==> src/rtl/clk_div_search_pkg.sv <==
package clk_div_search_pkg;
  localparam int N_FIRST   = 3;
  localparam int N_LAST    = 25;
  localparam int M_MIN     = 3;
  localparam int M_MAX     = 64;
  localparam int CODE_BASE = 65;
  localparam int P_LIMIT   = 3;

  typedef enum logic [2:0] {
    ST_IDLE,
    ST_KICK_INC,
    ST_WAIT_INC,
    ST_SWEEP_GO,
    ST_SWEEP_WAIT,
    ST_KICK_OUT,
    ST_WAIT_OUT
  } srch_state_e;
endpackage

==> src/rtl/clk_div_prescale.sv <==
module clk_div_prescale #(
  parameter int FW      = 32,
  parameter int VCO_MIN = 1_100_000
) (
  input  logic [FW-1:0]   req_freq,
  input  logic [FW-1:0]   min_freq,
  input  logic [FW-1:0]   max_freq,
  output logic [FW+2:0]   vco_val,
  output logic [1:0]      p_exp
);
  import clk_div_search_pkg::*;
  localparam int VW = FW + 3;
  localparam logic [VW-1:0] VMIN = VW'(VCO_MIN);

  function automatic logic [FW-1:0] limit_req(input logic [FW-1:0] r,
                                              input logic [FW-1:0] lo,
                                              input logic [FW-1:0] hi);
    logic [FW-1:0] t;
    t = r;
    if (t < lo) t = lo;
    if (t > hi) t = hi;
    return t;
  endfunction

  always_comb begin
    logic [VW-1:0] v;
    logic [1:0]    p;
    v = {3'b000, limit_req(req_freq, min_freq, max_freq)};
    p = 2'd0;
    for (int i = 0; i < P_LIMIT; i++) begin
      if (v < VMIN) begin
        v = v << 1;
        p = p + 2'd1;
      end
    end
    vco_val = v;
    p_exp   = p;
  end
endmodule

==> src/rtl/clk_div_divider.sv <==
module clk_div_divider #(
  parameter int DW = 51,
  parameter int VW = 35
) (
  input  logic          clk,
  input  logic          rst_n,
  input  logic          go,
  input  logic [DW-1:0] dividend,
  input  logic [VW-1:0] divisor,
  output logic          busy,
  output logic          done,
  output logic [DW-1:0] quot
);
  localparam int CNTW = $clog2(DW + 1);

  logic [VW-1:0]   rem;
  logic [DW-1:0]   qsh;
  logic [CNTW-1:0] cnt;
  logic [VW:0]     trial;
  logic [VW:0]     next_rem;
  logic            qbit;

  always_comb begin
    trial = {rem, qsh[DW-1]};
    if (trial >= {1'b0, divisor}) begin
      next_rem = trial - {1'b0, divisor};
      qbit     = 1'b1;
    end else begin
      next_rem = trial;
      qbit     = 1'b0;
    end
  end

  always_ff @(posedge clk or negedge rst_n) begin
    if (!rst_n) begin
      rem  <= '0;
      qsh  <= '0;
      cnt  <= '0;
      busy <= 1'b0;
      done <= 1'b0;
    end else begin
      done <= 1'b0;
      if (go && !busy) begin
        rem  <= '0;
        qsh  <= dividend;
        cnt  <= CNTW'(DW);
        busy <= 1'b1;
      end else if (busy) begin
        rem <= next_rem[VW-1:0];
        qsh <= {qsh[DW-2:0], qbit};
        cnt <= cnt - 1'b1;
        if (cnt == CNTW'(1)) begin
          busy <= 1'b0;
          done <= 1'b1;
        end
      end
    end
  end

  assign quot = qsh;

  assert_div_done_after_run_R3: assert property (@(posedge clk) disable iff (!rst_n)
    done |-> $past(busy));
  assert_div_rem_below_R7: assert property (@(posedge clk) disable iff (!rst_n)
    (done && divisor != '0) |-> ({1'b0, rem} < {1'b0, divisor}));
endmodule

==> src/rtl/clk_div_sweep.sv <==
module clk_div_sweep #(
  parameter int IW   = 51,
  parameter int FRAC = 16
) (
  input  logic          clk,
  input  logic          rst_n,
  input  logic          go,
  input  logic [IW-1:0] inc,
  output logic          done,
  output logic          found,
  output logic [6:0]    best_m,
  output logic [4:0]    best_n
);
  import clk_div_search_pkg::*;
  localparam int CW = IW + 5;
  localparam logic [CW-1:0] LO_LIM = CW'(M_MIN) << FRAC;
  localparam logic [CW-1:0] HI_LIM = CW'(M_MAX) << FRAC;

  logic [CW-1:0]   cand;
  logic [4:0]      n_cur;
  logic            running;
  logic [FRAC-1:0] best_frac;
  logic [FRAC-1:0] cand_frac;
  logic            cand_valid;
  logic            cand_better;

  assign cand_frac   = cand[FRAC-1:0];
  assign cand_valid  = running && (cand >= LO_LIM) && (cand <= HI_LIM);
  assign cand_better = cand_valid && (!found || (cand_frac < best_frac));

  always_ff @(posedge clk or negedge rst_n) begin
    if (!rst_n) begin
      cand      <= '0;
      n_cur     <= '0;
      running   <= 1'b0;
      done      <= 1'b0;
      found     <= 1'b0;
      best_frac <= '0;
      best_m    <= '0;
      best_n    <= '0;
    end else begin
      done <= 1'b0;
      if (go && !running) begin
        cand    <= CW'(inc) + CW'(inc) + CW'(inc);
        n_cur   <= 5'(N_FIRST);
        running <= 1'b1;
        found   <= 1'b0;
      end else if (running) begin
        if (cand_better) begin
          best_frac <= cand_frac;
          best_m    <= cand[FRAC+6:FRAC];
          best_n    <= n_cur;
          found     <= 1'b1;
        end
        cand  <= cand + CW'(inc);
        n_cur <= n_cur + 5'd1;
        if (n_cur == 5'(N_LAST)) begin
          running <= 1'b0;
          done    <= 1'b1;
        end
      end
    end
  end

  assert_best_in_window_R4: assert property (@(posedge clk) disable iff (!rst_n)
    found |-> (best_m >= 7'(M_MIN) && best_m <= 7'(M_MAX)));
  assert_tie_keeps_first_R5: assert property (@(posedge clk) disable iff (!rst_n)
    (cand_valid && found && cand_frac == best_frac) |=> (best_n == $past(best_n)));
  assert_n_span_R3: assert property (@(posedge clk) disable iff (!rst_n)
    running |-> (n_cur >= 5'(N_FIRST) && n_cur <= 5'(N_LAST)));
endmodule

==> src/rtl/clk_div_search.sv <==
module clk_div_search #(
  parameter int FW      = 32,
  parameter int FRAC    = 16,
  parameter int VCO_MIN = 1_100_000
) (
  input  logic          clk,
  input  logic          rst_n,
  input  logic          start,
  input  logic [FW-1:0] ref_freq,
  input  logic [FW-1:0] req_freq,
  input  logic [FW-1:0] min_freq,
  input  logic [FW-1:0] max_freq,
  output logic          busy,
  output logic          done,
  output logic          err,
  output logic [7:0]    m_code,
  output logic [7:0]    n_code,
  output logic [1:0]    p_code,
  output logic [FW-1:0] out_freq
);
  import clk_div_search_pkg::*;
  localparam int VW = FW + 3;
  localparam int DW = VW + FRAC;
  localparam logic [VW-1:0] VMIN = VW'(VCO_MIN);

  srch_state_e   state;
  logic [VW-1:0] vco_pre;
  logic [1:0]    p_pre;
  logic [VW-1:0] vco_r;
  logic [1:0]    p_r;
  logic [FW-1:0] ref_r;
  logic [DW-1:0] inc_r;

  logic          div_go, div_busy, div_done;
  logic [DW-1:0] div_dividend, div_quot;
  logic [VW-1:0] div_divisor;
  logic          sw_go, sw_done, sw_found;
  logic [6:0]    sw_m;
  logic [4:0]    sw_n;
  logic          accept_start;

  clk_div_prescale #(.FW(FW), .VCO_MIN(VCO_MIN)) u_pre (
    .req_freq(req_freq), .min_freq(min_freq), .max_freq(max_freq),
    .vco_val(vco_pre), .p_exp(p_pre)
  );

  function automatic logic [DW-1:0] step_dividend(input logic [VW-1:0] v);
    return DW'(v) << FRAC;
  endfunction

  function automatic logic [DW-1:0] freq_dividend(input logic [FW-1:0] r,
                                                  input logic [6:0]    m);
    return DW'({r, 3'b000}) * DW'(m);
  endfunction

  assign accept_start = (state == ST_IDLE) && start;
  assign div_go = (state == ST_KICK_INC) || (state == ST_KICK_OUT);
  assign sw_go  = (state == ST_SWEEP_GO);
  assign div_dividend = (state == ST_KICK_OUT) ? freq_dividend(ref_r, sw_m)
                                               : step_dividend(vco_r);
  assign div_divisor  = (state == ST_KICK_OUT || state == ST_WAIT_OUT)
                        ? VW'(sw_n) : VW'({ref_r, 3'b000});

  clk_div_divider #(.DW(DW), .VW(VW)) u_div (
    .clk(clk), .rst_n(rst_n), .go(div_go), .dividend(div_dividend),
    .divisor(div_divisor), .busy(div_busy), .done(div_done), .quot(div_quot)
  );

  clk_div_sweep #(.IW(DW), .FRAC(FRAC)) u_sweep (
    .clk(clk), .rst_n(rst_n), .go(sw_go), .inc(inc_r), .done(sw_done),
    .found(sw_found), .best_m(sw_m), .best_n(sw_n)
  );

  always_ff @(posedge clk or negedge rst_n) begin
    if (!rst_n) begin
      state    <= ST_IDLE;
      vco_r    <= '0;
      p_r      <= '0;
      ref_r    <= '0;
      inc_r    <= '0;
      done     <= 1'b0;
      err      <= 1'b0;
      m_code   <= '0;
      n_code   <= '0;
      p_code   <= '0;
      out_freq <= '0;
    end else begin
      done <= 1'b0;
      unique case (state)
        ST_IDLE: if (accept_start) begin
          vco_r <= vco_pre;
          p_r   <= p_pre;
          ref_r <= ref_freq;
          state <= ST_KICK_INC;
        end
        ST_KICK_INC: state <= ST_WAIT_INC;
        ST_WAIT_INC: if (div_done) begin
          inc_r <= div_quot;
          state <= ST_SWEEP_GO;
        end
        ST_SWEEP_GO: state <= ST_SWEEP_WAIT;
        ST_SWEEP_WAIT: if (sw_done) begin
          if (sw_found) begin
            state <= ST_KICK_OUT;
          end else begin
            err      <= 1'b1;
            m_code   <= '0;
            n_code   <= '0;
            p_code   <= '0;
            out_freq <= '0;
            done     <= 1'b1;
            state    <= ST_IDLE;
          end
        end
        ST_KICK_OUT: state <= ST_WAIT_OUT;
        ST_WAIT_OUT: if (div_done) begin
          err      <= 1'b0;
          m_code   <= 8'(CODE_BASE) - {1'b0, sw_m};
          n_code   <= 8'(CODE_BASE) - {3'b000, sw_n};
          p_code   <= p_r;
          out_freq <= FW'(div_quot >> p_r);
          done     <= 1'b1;
          state    <= ST_IDLE;
        end
        default: state <= ST_IDLE;
      endcase
    end
  end

  assign busy = (state != ST_IDLE);

  assert_done_single_R9: assert property (@(posedge clk) disable iff (!rst_n)
    done |=> !done);
  assert_done_not_busy_R9: assert property (@(posedge clk) disable iff (!rst_n)
    done |-> !busy);
  assert_codes_only_on_done_R9: assert property (@(posedge clk) disable iff (!rst_n)
    (m_code != $past(m_code) || out_freq != $past(out_freq)) |-> done);
  assert_err_zeroes_R8: assert property (@(posedge clk) disable iff (!rst_n)
    (done && err) |-> (m_code == 8'd0 && n_code == 8'd0 && p_code == 2'd0 && out_freq == '0));
  assert_code_span_R6: assert property (@(posedge clk) disable iff (!rst_n)
    (done && !err) |-> (m_code >= 8'd1 && m_code <= 8'd62 && n_code >= 8'd40 && n_code <= 8'd62));
  assert_vco_floor_R2: assert property (@(posedge clk) disable iff (!rst_n)
    (p_pre != 2'(P_LIMIT)) |-> (vco_pre >= VMIN));
  assert_vco_last_double_R2: assert property (@(posedge clk) disable iff (!rst_n)
    (p_pre != 2'd0) |-> ((vco_pre >> 1) < VMIN));
endmodule

==> config.mk <==
export PLATFORM = sky130hd
export DESIGN_NAME = clk_div_search
export DESIGN_NICKNAME = d
export VERILOG_FILES = /design/src/rtl/clk_div_search_pkg.sv /design/src/rtl/clk_div_prescale.sv /design/src/rtl/clk_div_divider.sv /design/src/rtl/clk_div_sweep.sv /design/src/rtl/clk_div_search.sv
export SDC_FILE = /design/constraint.sdc
export NUM_CORES = 2
export LEC_CHECK = 0
export CAP_MARGIN = 20
export CORE_ASPECT_RATIO = 1.4
export CORE_MARGIN = 10
export CORE_UTILIZATION = 60
export CTS_CLUSTER_DIAMETER = 150
export DETAILED_ROUTE_END_ITERATION = 12
export DONT_BUFFER_PORTS = 1
export PLACE_DENSITY = 0.76
export SLEW_MARGIN = 20
export SYNTH_ARGS = -nofsm -noshare
export SYNTH_HDL_FRONTEND = slang
export SYNTH_HIERARCHICAL = 1
export SYNTH_SLANG_ARGS = --single-unit
==> constraint.sdc <==
create_clock -name clk -period 5.5 [get_ports clk]
set_clock_uncertainty 0.05 [all_clocks]
set_input_delay 1.65 -clock clk [delete_from_list [all_inputs] [get_ports clk]]
set_output_delay 1.65 -clock clk [all_outputs]
set_load 0.005 [all_outputs]
# Yosys cells after proc, flatten, opt, wreduce, memory -nomap -nowiden
# Index checks and enable logic that the tools add are counted.
# word_totals
wordCells	148
register_bits	361
# classes
bitwise_logic	1
n_lt_le_gt_ge	9
n_eq_ne	13
n_shift	1
mul	1
mux	65
n_addsub	10
n_reduce_logical	24
# op_table
cell	count
$mux 35	6
$mux 32	5
$mux 51	3
$add 56x51->56	2
$mux 56	2
$pmux 32 s2	1
$ge 56x18->1 const B	1
$le 56x23->1 const B	1
$add 51x51->52	1
$shr 51x2->32	1
$mul 32x7->39	1
$ge 36x35->1	1
$lt 35x21->1 const B	1
$sub 35x35->35	1
$lt 33x21->1 const B	1
$mux 33	1
$gt 32x32->1	1
$lt 32x21->1 const B	1
$lt 32x32->1	1
$mux 8	4
$pmux 8 s2	2
$mux 1	23
$pmux 3 s7	1
$lt 16x16->1	1
other kinds (29)	61

# Longest topological paths before layout
# depth
word_depth	10
depth_mapped	32
mapped_depth_nobuf	27

# By module
# The synthesis kept the hierarchy.
# by_module_without_submodules
mod	n_inst	cells_each	area_each_um2
clk_div_search	1	1505	15272.1
clk_div_sweep	1	1236	10002.1
clk_div_divider	1	715	6174.7
clk_div_prescale	1	567	4072.7

# Worst setup path after synthesis
# OpenSTA, ideal clock, no wires.
# synth_timing
kind	input to register
startpoint	in min_freq[31]
endpoint	reg vco_r[16]
arrival_time_ps	8512
setup_ps	125
n_path_buf	5
path_slack_ps	-3186
cell_stages	27
cell_sequence	inv_1 > ha_1 > nand4_1 > nor3_1 > a221oi_2 > nand2_1 > nor2_8 > buf_1 > clkbuf_1 > clkbuf_1 > mux2_2 > ha_1 > a21o_1 > a2111oi_0 > a31oi_1 > o21ai_1 > buf_2 > mux2i_1 > o21a_1 > o2111ai_2 > and4_1 > a211o_1 > a221o_1 > o211ai_2 > buf_6 > mux2i_1 > mux2_2
# synth_via
elab_chain_cells	10
# synth_lines
element	line_no	text
from (decl)	clk_div_search.sv:11	input logic [FW-1:0] min_freq,
$lt 32x32->1	clk_div_prescale.sv:20	if (t < lo) t = lo;
$mux 32 (*)	clk_div_prescale.sv:20	
$gt 32x32->1	clk_div_prescale.sv:21	if (t > hi) t = hi;
$mux 32 (*)	clk_div_prescale.sv:21	
$lt 32x21->1	clk_div_prescale.sv:31	if (v < VMIN) begin
$mux 33 (*)	clk_div_prescale.sv:31	
$lt 33x21->1	clk_div_prescale.sv:31	
$mux 35 (*)	clk_div_prescale.sv:31	
$lt 35x21->1	clk_div_prescale.sv:31	
$mux 35 (*)	clk_div_prescale.sv:31	
net vco_pre[16]	clk_div_search.sv:27	logic [VW-1:0] vco_pre;
to (signal assigned)	clk_div_search.sv:91	vco_r <= vco_pre;
to (decl)	clk_div_search.sv:29	logic [VW-1:0] vco_r;
# Mark *: on every way through the listed nets, which the timed path passes. The rest lies on a longest branch.
# A chain may end at the register's enable or synchronous reset.

# Final worst setup path
# layout_timing
startpoint	in min_freq[14]
endpoint	reg vco_r[10]
# Same word-level chain as after synthesis.

==> summary.txt <==
Outcome
  • Status: complete, but fails checks
  • Failing checks: setup timing

Worst hold path
  • Worst hold path type: register to register

STA
  • Fin. Hold Viols: 0
  • Worst slew pin tran: 1140 ps
  • Slew headroom: 23.3%
  • Final worst setup slack: -1610 ps
  • Setup repair after global routing missed its margin: true
  • Max-slew violations: 0
  • Max frequency: 141 MHz
  • Min Tclk post-route: 7110 ps
  • Fin crit share: 129%
  • Final number of setup-violating endpoints: 24

Floorplan
  • I/O pins: 184
  • Initial Utilization: 60.6%
  • Die Y: 308 µm
  • FP Rows: 105
  • Die W: 226 µm
  • Core ar.: 58600 µm²
  • Die area: 69500 µm²

Global routing
  • Vias in the first global route: 31776
  • Largest net degree at the start of global routing: 361
  • Total track usage: 30.2%
  • Initial antenna violation count: 6
  • Total grt overflow: 0
  • Wire length of the first global-routing pass: 169000 µm

Layout
  • Area occupied by multi-input gates: 26400 µm²
  • Layout area overhead: 17.5%
  • Reg area: 9020 µm²
  • Final instance area: 41700 µm²
  • Layout net count: 4761
  • Layout cell share with drive strength beyond 1: 21.4%
  • Filler instances: 4399
  • Final core utilization: 71.2%

Yosys
  • Mapped Avg Cell Area: 8.83 µm²
  • XOR/XNOR Fraction of Synth Area: 3.80%
  • Sequential share of the synthesized area: 25.4%
  • Synth Area in Compound Gates: 18.6%
  • Simple-gate share of the synthesized area: 16.6%
  • Top post-synthesis cells by area: dfrtp_1, ha_1, fa_1
  • Adder-Cell Fraction of Synth Area: 18.5%
  • Asr flop ratio synth: 100%
  • Synth Register Bits: 360
  • Synth Instances: 4023
  • Top_reg_cell synth: dfrtp_1
  • Mux cell area share after synthesis: 11.6%
  • Area leader, netlist: dfrtp_1
  • Synth top area share: 25.4%
  • Yosys warnings: 6
  • Synthesized area: 35500 µm²
  • EDFF count, synth: 0
  • Largest family of logic cells by synthesized area: compound AO/OA/AOI/OAI gates
  • Count leader, synth: nand2_1
  • Library cells used by synthesis: 111
  • Commonest cells in the netlist: nand2_1, dfrtp_1, inv_1

Route
  • Final wirelength: 110000 µm
  • Post-route ant nets: 0
  • Drt wl/cell: 22.1 µm
  • Post-DR vias/cell: 6.41
  • Initial DRT Pass Iterations: 6
  • Vias: 31920
  • # DRC: 0
  • DR iter-0 viols: 2576

Placement
  • Post-DP HPWL: 80000 µm
  • IO Port Bufs: 0
  • Dpl cell area: 38200 µm²
  • GP Congestion: 1.01

Critical path
  • Slowest stage delay, CP: 510 ps
  • Arr. time, crit path: 7520 ps
  • Crit Path Max Fanout: 8
  • WP data required: 5920 ps
  • Worst Path Class, Setup: input pin to register
  • Critical-path top delay cell: a2111o_1
  • Setup crit end kind: register
  • Worst setup SP type: input pin

Clocking
  • Max Buffers Root-to-Sink: 3
  • CTS tree: built
  • Max H-tree Level: 2
  • Worst-path clk slew: 70 ps
  • Clock sink count: 360
  • Root buffer cell: clkbuf_16
  • Skew-Pair Late Insertion Delay: 590 ps
  • Cts bufs inserted: 40

Pwr
  • Static leakage: 19.1 nW
  • P per Cell Area: 380 nW/µm²
  • Max IR drop VDD: 0.000432 V

Flow run
  • Maxcap violations: 0
## kinds of logic after synthesis
family / after synthesis
and+or+nand+nor: 1187
AOI/OAI and AO/OA: 1019
buffers and inverters: 515
adders and majority gates: 433
DFF: 360
muxes: 353
xor gates and xnor gates: 154
other: 2
## area by class of cell
class / instances / share of cell area [%]
inverters: 319 / 2.94
repair buffers: 320 / 6.82
flip-flops and latches: 360 / 21.6
clock inverters: 15 / 0.369
multi-input cells: 3156 / 63.2
clock buffers: 57 / 2.79
well taps: 749 / 2.25
diodes: 6 / 0.0360
## layer usage
layer	vias to the layer above	wire length [µm]	GRT usage, %
met5	-	13	0
met4	2	6550	17.0
met3	364	6520	4.04
met2	1181	55100	52.9
met1	15725	41700	35.0
li1	14648	-	-
## final timing paths
check                             startpoint                to  slack [ps]  cells after the start
min                         u_sweep/cand[55]  u_sweep/cand[55]         430                      1
min reg2reg                 u_sweep/cand[55]  u_sweep/cand[55]         430                      1
max                             min_freq[14]         vco_r[10]       -1610                     25
min in group asynchronous              rst_n         inc_r[34]         710                      0
max reg2reg                u_sweep/best_m[3]    u_div/quot[35]         -10                     19
max in group asynchronous              rst_n     u_div/rem[27]        3920                      0
## power breakdown
| part | internal (mW) | leakage (nW) | switching [mW] | total (mW) |
|---|---|---|---|---|
| Clock | 1.54 | 0.652 | 1.20 | 2.75 |
| Sequential | 3.51 | 4.63 | 1.28 | 4.80 |
| Combinational | 3.70 | 13.8 | 4.63 | 8.33 |
| Total | 8.75 | 19.1 | 7.12 | 15.9 |
## registers in the layout (all words and copies together), names as in the netlist, 3 cells and up
register,count
u_sweep/cand,56
inc_r,51
u_div/quot,51
u_div/rem,35
vco_r,35
out_freq,32
ref_r,32
u_sweep/best_frac,16
m_code,8
n_code,7
u_sweep/best_m,7
u_div/cnt,6
u_sweep/best_n,5
u_sweep/n_cur,5
state,3
## what timing repair did
| item | in CTS | in global routing |
|---|---|---|
| setup buffers | 29 | 46 |
| cloned | 8 | 2 |
| setup endpoints to repair | 37 | 49 |
| hold buffers | 0 | 0 |
| pin swaps | 42 | 163 |
| gates resized for setup | 106 | 219 |
## cells in the final DEF (no fill, tap or decap), types with 156 or more instances in the layout
master,netlist,final
mux2_2,192,157
buf_4,6,262
ha_1,281,217
inv_1,316,284
nor2_1,167,156
a21oi_1,281,250
and2_1,217,205
nand2_1,408,397
dfrtp_1,360,354
o21ai_0,259,231
## critical path: cells and delay by family
kind | cells | cell delay, ps
compound gates | 10 | 2890
mux | 4 | 970
fa+ha+maj | 2 | 520
buf+inv | 5 | 630
simple gates | 4 | 840
## per-stage QoR
stage | TNS [ps] | hold slack [ps] | power (mW) | std cells | setup WS, ps
floorplan | -53840 | 395 | 10.3 | 4028 | -2040
global placement | -59650 | 418 | 12.5 | 4829 | -2330
detailed placement | -61790 | 424 | 12.6 | 4829 | -2410
CTS | -32280 | 432 | 15.6 | 4938 | -1490
global route | -39360 | 453 | 16.9 | 4981 | -1780
finish | -34800 | 432 | 15.9 | 4982 | -1610
Power figures use the tool's default switching activity.
